**config.mk**
```make
export PLATFORM = sky130hd
export DESIGN_NAME = sar_bit_recon
export DESIGN_NICKNAME = d
export VERILOG_FILES = /design/src/rtl/sar_recon_pkg.sv /design/src/rtl/sar_wsum.sv /design/src/rtl/sar_lms_bank.sv /design/src/rtl/sar_bit_recon.sv
export SDC_FILE = /design/constraint.sdc
export NUM_CORES = 1
export LEC_CHECK = 0
export BUFFER_PORTS_ARGS = -buffer_cell sky130_fd_sc_hd__buf_2
export CORE_MARGIN = 2
export CORE_UTILIZATION = 45
export CTS_BUF_LIST = sky130_fd_sc_hd__clkbuf_4
export DETAILED_ROUTE_END_ITERATION = 10
export GPL_ROUTABILITY_DRIVEN = 0
export GPL_TIMING_DRIVEN = 0
export MAX_ROUTING_LAYER = met4
export PLACE_DENSITY = 0.7
export REMOVE_ABC_BUFFERS = 1
export SYNTH_ARGS = -nofsm -noshare
export SYNTH_HDL_FRONTEND = slang
export SYNTH_SLANG_ARGS = --single-unit
```
**constraint.sdc**
```tcl
create_clock -name clk -period 16.2 [get_ports clk]
set_input_delay 1.62 -clock clk [delete_from_list [all_inputs] [get_ports clk]]
set_output_delay 1.62 -clock clk [all_outputs]
set_load 0.005 [all_outputs]
```
**src/rtl/sar_recon_pkg.sv**
```systemverilog
package sar_recon_pkg;

  // Nominal weight of bit idx in fixed point: half an output unit for the
  // smallest bit, each next bit about 1.85 times larger, rounded.
  function automatic int nominal_weight(input int idx, input int frac);
    int w;
    w = 1 << (frac - 1);
    for (int k = 0; k < idx; k++) begin
      w = (w * 185 + 50) / 100;
    end
    return w;
  endfunction

endpackage

```
**src/rtl/sar_wsum.sv**
```systemverilog
module sar_wsum #(
  parameter int NBITS = 6,
  parameter int WW    = 16,
  parameter int WFRAC = 6,
  parameter int OUTW  = 6,
  localparam int ACCW = WW + $clog2(NBITS + 1) + 1
) (
  input  logic [NBITS-1:0]         bits,
  input  logic [NBITS*WW-1:0]      weights_flat,
  input  logic signed [WW-1:0]     offset,
  output logic signed [ACCW-1:0]   acc_round,
  output logic signed [OUTW-1:0]   out_sat
);

  localparam logic signed [ACCW-1:0] HALF_A = ACCW'(1 << (WFRAC - 1));
  localparam logic signed [ACCW-1:0] OMAX_A = {{(ACCW-OUTW+1){1'b0}}, {(OUTW-1){1'b1}}};
  localparam logic signed [ACCW-1:0] OMIN_A = {{(ACCW-OUTW+1){1'b1}}, {(OUTW-1){1'b0}}};

  logic signed [ACCW-1:0] acc;

  always_comb begin
    logic signed [WW-1:0]   wi;
    logic signed [ACCW-1:0] wi_ext;
    acc = {{(ACCW-WW){offset[WW-1]}}, offset};
    for (int i = 0; i < NBITS; i++) begin
      wi     = weights_flat[i*WW +: WW];
      wi_ext = {{(ACCW-WW){wi[WW-1]}}, wi};
      acc    = bits[i] ? acc + wi_ext : acc - wi_ext;
    end
    acc_round = (acc + HALF_A) >>> WFRAC;
    if (acc_round > OMAX_A)      out_sat = {1'b0, {(OUTW-1){1'b1}}};
    else if (acc_round < OMIN_A) out_sat = {1'b1, {(OUTW-1){1'b0}}};
    else                         out_sat = acc_round[OUTW-1:0];
  end

endmodule

```
**src/rtl/sar_lms_bank.sv**
```systemverilog
module sar_lms_bank #(
  parameter int NBITS = 6,
  parameter int WW    = 16,
  parameter int WFRAC = 6,
  parameter int ERRW  = 9,
  parameter int MU_SH = 3,
  localparam int DW   = ERRW + WFRAC,
  localparam int UW   = WW + DW + 1
) (
  input  logic                   clk,
  input  logic                   rst,
  input  logic                   upd_en,
  input  logic [NBITS-1:0]       bits,
  input  logic signed [ERRW-1:0] err,
  output logic [NBITS*WW-1:0]    weights_flat,
  output logic signed [WW-1:0]   offset
);

  localparam logic signed [UW-1:0] WMAX_U = {{(UW-WW+1){1'b0}}, {(WW-1){1'b1}}};
  localparam logic signed [UW-1:0] WMIN_U = {{(UW-WW+1){1'b1}}, {(WW-1){1'b0}}};

  logic signed [DW-1:0] err_w;
  logic signed [DW-1:0] delta;

  always_comb begin
    err_w = {{WFRAC{err[ERRW-1]}}, err};
    delta = (err_w <<< WFRAC) >>> MU_SH;
  end

  function automatic logic signed [WW-1:0] sat_step(
    input logic signed [WW-1:0] cur,
    input logic signed [DW-1:0] d,
    input logic                 sub
  );
    logic signed [UW-1:0] a;
    logic signed [UW-1:0] b;
    logic signed [UW-1:0] s;
    a = {{(UW-WW){cur[WW-1]}}, cur};
    b = {{(UW-DW){d[DW-1]}}, d};
    s = sub ? a - b : a + b;
    if (s > WMAX_U)      return {1'b0, {(WW-1){1'b1}}};
    else if (s < WMIN_U) return {1'b1, {(WW-1){1'b0}}};
    else                 return s[WW-1:0];
  endfunction

  for (genvar i = 0; i < NBITS; i++) begin : g_w
    localparam logic signed [WW-1:0] W_NOM =
      WW'(sar_recon_pkg::nominal_weight(i, WFRAC));
    logic signed [WW-1:0] w_q;
    always_ff @(posedge clk) begin
      if (rst)         w_q <= W_NOM;
      else if (upd_en) w_q <= sat_step(w_q, delta, bits[i]);
    end
    assign weights_flat[i*WW +: WW] = w_q;
  end

  always_ff @(posedge clk) begin
    if (rst)         offset <= '0;
    else if (upd_en) offset <= sat_step(offset, delta, 1'b1);
  end

  // a positive error never raises the offset
  p_offset_dir_r5: assert property (@(posedge clk) disable iff (rst)
    (!$past(rst) && $past(upd_en) && ($past(err) > 0)) |->
      (offset <= $past(offset)));

  // no update without a calibration sample
  p_frozen_r6: assert property (@(posedge clk) disable iff (rst)
    (!$past(rst) && !$past(upd_en)) |->
      ($stable(weights_flat) && $stable(offset)));

endmodule

```
**src/rtl/sar_bit_recon.sv**
```systemverilog
module sar_bit_recon #(
  parameter int NBITS = 6,
  parameter int WW    = 16,
  parameter int WFRAC = 6,
  parameter int OUTW  = 6,
  parameter int REFW  = 8,
  parameter int MU_SH = 3
) (
  input  logic                     clk,
  input  logic                     rst,
  input  logic                     in_valid,
  input  logic [NBITS-1:0]         in_bits,
  input  logic                     in_cal,
  input  logic signed [REFW-1:0]   in_ref,
  output logic                     out_valid,
  output logic signed [OUTW-1:0]   out_data,
  output logic [NBITS*WW-1:0]      out_weights,
  output logic signed [WW-1:0]     out_offset
);

  localparam int ERRW = REFW + 1;
  localparam int ACCW = WW + $clog2(NBITS + 1) + 1;
  localparam logic signed [ACCW-1:0] OMAX_A = {{(ACCW-OUTW+1){1'b0}}, {(OUTW-1){1'b1}}};

  logic signed [ACCW-1:0] acc_round;
  logic signed [OUTW-1:0] out_sat;
  logic signed [ERRW-1:0] err;
  logic                   upd_en;

  sar_wsum #(
    .NBITS(NBITS), .WW(WW), .WFRAC(WFRAC), .OUTW(OUTW)
  ) u_sum (
    .bits         (in_bits),
    .weights_flat (out_weights),
    .offset       (out_offset),
    .acc_round    (acc_round),
    .out_sat      (out_sat)
  );

  assign err    = {{(ERRW-OUTW){out_sat[OUTW-1]}}, out_sat} - {in_ref[REFW-1], in_ref};
  assign upd_en = in_valid & in_cal;

  sar_lms_bank #(
    .NBITS(NBITS), .WW(WW), .WFRAC(WFRAC), .ERRW(ERRW), .MU_SH(MU_SH)
  ) u_bank (
    .clk          (clk),
    .rst          (rst),
    .upd_en       (upd_en),
    .bits         (in_bits),
    .err          (err),
    .weights_flat (out_weights),
    .offset       (out_offset)
  );

  always_ff @(posedge clk) begin
    if (rst) begin
      out_valid <= 1'b0;
      out_data  <= '0;
    end else begin
      out_valid <= in_valid;
      if (in_valid) out_data <= out_sat;
    end
  end

  // clean state right after reset
  p_reset_state_r2: assert property (@(posedge clk) disable iff (rst)
    $past(rst) |-> (!out_valid && (out_offset == '0)));

  // one-cycle latency of the valid strobe
  p_valid_latency_r4: assert property (@(posedge clk) disable iff (rst)
    !$past(rst) |-> (out_valid == $past(in_valid)));

  // output held while idle
  p_hold_idle_r4: assert property (@(posedge clk) disable iff (rst)
    (!$past(rst) && !$past(in_valid)) |-> $stable(out_data));

  // an overlarge sum lands on the upper bound
  p_sat_high_r3: assert property (@(posedge clk) disable iff (rst)
    (!$past(rst) && $past(in_valid) && ($past(acc_round) > OMAX_A)) |->
      (out_data == {1'b0, {(OUTW-1){1'b1}}}));

endmodule

```
* Word-level counts from Yosys, hierarchy flattened *
Cells that the tools add are included.

word-level totals
  bits in registers = 119
  output and inout bits = 119

cells by class
  add/sub/neg operators = 27
  magnitude comparators = 16
  multiplexer cells = 28
  bitwise logic cells = 1

operator list
  cell                                                   number
  > comparator 32 x 16 -> 1 bit (second input constant)  7
  < comparator 32 x 16 -> 1 bit (second input constant)  7
  2-to-1 mux 16 bit                                      14
  2-to-1 mux 32 bit                                      6
  2-to-1 mux 20 bit                                      6
  subtractor 16 x 12 -> 17 bit                           7
  adder 16 x 12 -> 17 bit                                6
  adder 20 x 16 -> 20 bit                                5
  subtractor 20 x 16 -> 20 bit                           5
  adder 20 x 7 -> 20 bit (second input constant)         1
  adder 16 x 16 -> 17 bit                                1
  subtractor 16 x 16 -> 17 bit                           1
  > comparator 14 x 6 -> 1 bit (second input constant)   1
  < comparator 14 x 6 -> 1 bit (second input constant)   1
  2-to-1 mux 6 bit                                       2
  subtractor 6 x 8 -> 9 bit                              1
  AND 1 bit                                              1

* Longest topological paths before layout *
  depth in word-level cells = 22
  mapped depth = 75
  mapped depth without buffers = 71

* Cells and area by module *
From an unflattened synthesis, not the netlist that was laid out.

unflattened totals
  cell total of the unflattened synthesis = 2,357
  area total of the unflattened synthesis = 17,568.1 µm²

modules (own cells, without submodules)
  module         instances  cells an instance  area each (µm²)  sequential area each (µm²)
  sar_lms_bank   1          1,259              9,720.6          2,062.0
  sar_wsum       1          1,017              7,211.9          0.0
  sar_bit_recon  1          81                 635.6            140.1

* Worst setup path before layout *
No wires, ideal clock.

  kind = input port to flip-flop
  start = input port in_bits[0]
  end = register u_bank.g_w[1].w_q[4]
  data arrival time = 15.298 ns
  data required time = 16.080 ns
  slack = 0.782 ns
  stages on the path = 68
  buffers on the path = 5
  cells stage by stage = clkbuf_1 -> buf_1 -> nor2_1 -> xor2_1 -> ha_1 -> nor2b_1 -> o21ai_0 -> nand2b_1 -> a21o_1 -> xor2_1 -> ha_1 -> a21oi_1 -> nor2b_1 -> o21ai_0 -> nand2_1 -> xor2_1 -> ha_1 -> o21a_1 -> [... 32 more ...] -> o21ai_0 -> a21boi_1 -> nor2_1 -> nor4_1 -> and3_1 -> clkbuf_1 -> nor2_1 -> xnor2_1 -> ha_1 -> and2_1 -> a31oi_1 -> o21ai_0 -> o41a_1 -> a31o_2 -> buf_1 -> xnor2_1 -> a21oi_1 -> a211o_1

between the ends
  cells in the longest elaborated chain, start to end = 21

ends and longest elaborated chain
  what                                                                            line                 text
  from (decl)                                                                     sar_bit_recon.sv:12  input logic [NBITS-1:0] in_bits,
  2-to-1 mux 20 bit *                                                             sar_wsum.sv:28       acc = bits[i] ? acc + wi_ext : acc - wi_ext;
  subtractor 20 x 16 -> 20 bit / adder 20 x 16 -> 20 bit (equally long branches)  sar_wsum.sv:28
  2-to-1 mux 20 bit *                                                             sar_wsum.sv:28
  subtractor 20 x 16 -> 20 bit / adder 20 x 16 -> 20 bit (equally long branches)  sar_wsum.sv:28
  2-to-1 mux 20 bit *                                                             sar_wsum.sv:28
  subtractor 20 x 16 -> 20 bit / adder 20 x 16 -> 20 bit (equally long branches)  sar_wsum.sv:28
  2-to-1 mux 20 bit *                                                             sar_wsum.sv:28
  subtractor 20 x 16 -> 20 bit / adder 20 x 16 -> 20 bit (equally long branches)  sar_wsum.sv:28
  [... 5 more ...]                                                                -
  2-to-1 mux 6 bit                                                                sar_wsum.sv:32       else if (acc_round < OMIN_A) out_sat = {1'b1, {(OUTW-1){1'b0}}};
  2-to-1 mux 6 bit *                                                              sar_wsum.sv:31       if (acc_round > OMAX_A) out_sat = {1'b0, {(OUTW-1){1'b1}}};
  subtractor 6 x 8 -> 9 bit *                                                     sar_bit_recon.sv:40  assign err = {{(ERRW-OUTW){out_sat[OUTW-1]}}, out_sat} - {in_ref[REFW-1], in_ref};
  adder 16 x 12 -> 17 bit / subtractor 16 x 12 -> 17 bit (equally long branches)  sar_lms_bank.sv:40   s = sub ? a - b : a + b;
  2-to-1 mux 32 bit *                                                             sar_lms_bank.sv:40
  < comparator 32 x 16 -> 1 bit                                                   sar_lms_bank.sv:42   else if (s < WMIN_U) return {1'b1, {(WW-1){1'b0}}};
  2-to-1 mux 16 bit                                                               sar_lms_bank.sv:42
  2-to-1 mux 16 bit *                                                             sar_lms_bank.sv:41   if (s > WMAX_U) return {1'b0, {(WW-1){1'b1}}};
  to (signal assigned)                                                            sar_lms_bank.sv:52   else if (upd_en) w_q <= sat_step(w_q, delta, bits[i]);
  to (decl)                                                                       sar_lms_bank.sv:49   logic signed [WW-1:0] w_q;

Mark *: on every way between the ends. The rest lies on a longest branch, timed or not.
A chain may end at the register's enable or synchronous reset.

* Worst setup path after layout *
  start = input port in_bits[0]
  end = register u_bank.g_w[1].w_q[7]

between the ends
  cells in the longest elaborated chain, start to end = 21

ends and longest elaborated chain
  what                                                                            line                 text
  2-to-1 mux 20 bit *                                                             sar_wsum.sv:28
  subtractor 20 x 16 -> 20 bit / adder 20 x 16 -> 20 bit (equally long branches)  sar_wsum.sv:28
  2-to-1 mux 20 bit *                                                             sar_wsum.sv:28
  subtractor 20 x 16 -> 20 bit / adder 20 x 16 -> 20 bit (equally long branches)  sar_wsum.sv:28
  2-to-1 mux 20 bit *                                                             sar_wsum.sv:28
  subtractor 20 x 16 -> 20 bit / adder 20 x 16 -> 20 bit (equally long branches)  sar_wsum.sv:28
  2-to-1 mux 20 bit *                                                             sar_wsum.sv:28
  subtractor 20 x 16 -> 20 bit / adder 20 x 16 -> 20 bit (equally long branches)  sar_wsum.sv:28
  [... 6 more ...]                                                                -
  2-to-1 mux 6 bit *                                                              sar_wsum.sv:31
  named net out_sat[2]                                                            sar_bit_recon.sv:26  logic signed [OUTW-1:0] out_sat;
  subtractor 6 x 8 -> 9 bit *                                                     sar_bit_recon.sv:40
  adder 16 x 12 -> 17 bit / subtractor 16 x 12 -> 17 bit (equally long branches)  sar_lms_bank.sv:40
  2-to-1 mux 32 bit *                                                             sar_lms_bank.sv:40
  < comparator 32 x 16 -> 1 bit                                                   sar_lms_bank.sv:42
  2-to-1 mux 16 bit                                                               sar_lms_bank.sv:42
  2-to-1 mux 16 bit *                                                             sar_lms_bank.sv:41

Mark *: on every way through the listed nets, which the timed path passes. The rest lies on a longest branch.

==> impl_metrics.tcl <==
set metrics [dict create \
    status "finished, final reports clean" \
    setup_viol_count_final 0 \
    synth-edff-count 0 \
    worst_pin_slew_ns 1.36 \
    hpwlAfterDp_mm 41.9 \
    path_depth 67 \
    synth-seq-area-share_pct 12.5 \
    synthSimpleGateAreaFrac_pct 20.1 \
    reg2regPathDepth 66 \
    fin_crit_sh_pct 95.3 \
    overflow 0 \
    core-area_um2 38600 \
    die_area_um2 40800 \
    synth_common_cells "nor2_1, ha_1, a21oi_1" \
    relSlewSlack_pct 8.80 \
    firstDrtPassIters 5 \
    numCtsBuffers 9 \
    nets 2739 \
    multi_input_area_um2 15000 \
    grt_pass1_vias 16800 \
    start_util_pct 45.6 \
    vias 17800 \
    cp_slowest_cell "or4b_1" \
    fmax_mhz 64.8 \
    yosysMostFrequentCell "nor2_1" \
    cts.path.max_buffers 2 \
    antenna_found_initial 1 \
    drv_slew 0 \
    grt_usage_pct 27.0 \
    yosys-top-cells-area "ha_1, dfxtp_1, xnor2_1" \
    fill_cells 3735 \
    first_iter_violations 1208 \
    clock_sinks 110 \
    synth-compound-area-share_pct 25.3 \
    synth-xor-area-share_pct 15.7 \
    synth_top_family_by_area "compound AO/OA/AOI/OAI gates" \
    netlist_area_um2 17600 \
    yosys.area.top_type "ha_1" \
    yosysWarnings 0 \
    post-route-drc-count 0 \
    cp_max_fo 28 \
    cp-end-kind "flip-flop" \
    crit_path_max_incr_delay_ns 0.51 \
    worstPathRequired_ns 16.72 \
    holdWs_ns 0.503 \
    cap_viol_max_count 0 \
    ant_nets 0 \
    ys_seq_elements 110 \
    die_w_um 202 \
    yosysTopAreaCellShare_pct 16.0 \
    num_rows 72 \
    drive_gt1_share_pct 12.1 \
    yosys.cell_types.count 85 \
    path_class "primary input to flip-flop" \
    hold_violations 0 \
    ys.flop_type "dfxtp_1" \
    cts.hold.buffers_added 0 \
    r2r_setup_slack_ns 0.97 \
    cts_root_buffer "clkbuf_4" \
    cts_tree "built" \
    start_kind "primary input" \
    syn_inst 2391 \
    synthArstFlopShare_pct 0 \
    grt_pass1_wl_mm 86.5 \
    wirelength_mm 55.1 \
    hold_path.class "flip-flop to flip-flop" \
    worst_clock_skew_ns 0.0511 \
    routed_via_density 5.92 \
    path_buf_inv 3 \
    io_buffers 136 \
    io_pins 137 \
    cp_top_family "compound AO/OA/AOI/OAI gates" \
    grt_max_degree 76 \
    post_drt_wl_per_cell_um 18.3 \
    seq_area_um2 2200 \
    synthMuxAreaShare_pct 0.816 \
    final.setup.tns_ns 0 \
    path_clk_slew_ns 0.19 \
    worst_ep_arrival_time_ns 15.97 \
    synth_adder_area_share_pct 20.3 \
    clock_latency_ns 0.63 \
    rsz0062_at_grt "false" \
    fin_crit_ns 15.44 \
    synthToLayoutAreaGrowth_pct 11.1 \
    path_common_cell "nor2_1" \
    min_path_cells 2 \
    h-tree-depth 3 \
    avgSynthCellArea_um2 7.38 \
    die_h_um 202 \
]
==> worst paths after layout <==
kind                                  endpoint                         startpoint
min                   out_data[2]$_SDFFE_PP0P_           out_data[2]$_SDFFE_PP0P_
max          u_bank.g_w[1].w_q[7]$_SDFFE_PP0P_                         in_bits[0]
max reg2reg  u_bank.g_w[1].w_q[7]$_SDFFE_PP0P_  u_bank.g_w[0].w_q[1]$_SDFFE_PP0P_
min reg2reg           out_data[2]$_SDFFE_PP0P_           out_data[2]$_SDFFE_PP0P_
==> worst min-delay path, cell delays in order, from the launching register on <==
cell,delay (ns)
dfxtp_1,0.35
nand2b_1,0.06
o32ai_1,0.07
==> through the flow <==
| stage | utilization [%] | cells | instance area (um^2) | setup slack [ns] |
|---|---|---|---|---|
| 3_5_place_dp | 48.6 | 2957 | 18800 | -2.43 |
| 6_report | 50.7 | 3008 | 19600 | 0.757 |
| 4_1_cts | 49.4 | 2981 | 19100 | 0.0659 |
| 3_3_place_gp | 48.1 | 2948 | 18600 | -4.92 |
| 5_1_grt | 50.7 | 3008 | 19600 | 0.0116 |
| 2_1_floorplan | - | 2294 | 17200 | 0.676 |
==> kinds of logic (layout without fill, tap and decap cells) <==
kind of cell,Yosys count,after routing
AOI/OAI and AO/OA,692,692
other,0,1
and+or+nand+nor,743,743
adders and majority gates,290,290
muxes,13,13
xor gates and xnor gates,305,305
DFF,110,110
buffers and inverters,238,336
==> registers in the layout, summed over array words and instances (netlist names) <==
signal	count
u_bank.g_w.w_q	89
u_bank.offset	14
out_data	6
out_valid	1
==> routing by layer <==
layer | GRT usage, % | share of wire [%]
met3 | 2.82 | 5.6
met2 | 44.8 | 47
met1 | 33.2 | 43
met5 | - | 0
met4 | 11.8 | 3.9
==> final cells by class <==
type / instances / share of cell area, %
antenna: 1 / 0.0128
clock buffer: 9 / 0.345
clock inverter: 7 / 0.255
inverter: 141 / 2.72
multi-input combinational: 2043 / 76.4
sequential: 110 / 11.2
tap: 518 / 3.31
timing repair buffer: 179 / 5.69
==> what timing repair did <==
item | 4_1_cts | 5_1_grt
buffers inserted | 8 | 26
pin swaps | 4 | 14
resized for setup | 25 | 59
endpoints found under the setup margin | 103 | 103
gates cloned | 0 | 0
==> cell usage in the layout, fill, tap and decap left out, types with 110 or more instances in the layout <==
cell type	synthesis	routed
a21oi_1	211	202
buf_2	1	134
dfxtp_1	110	110
ha_1	225	221
inv_1	141	139
nand2_1	162	160
nor2_1	268	265
o21ai_0	133	128
xnor2_1	174	165
xor2_1	124	118
Power is not shown: default switching activity piles up to over one toggle a cycle in this logic, so the estimate is an artifact.
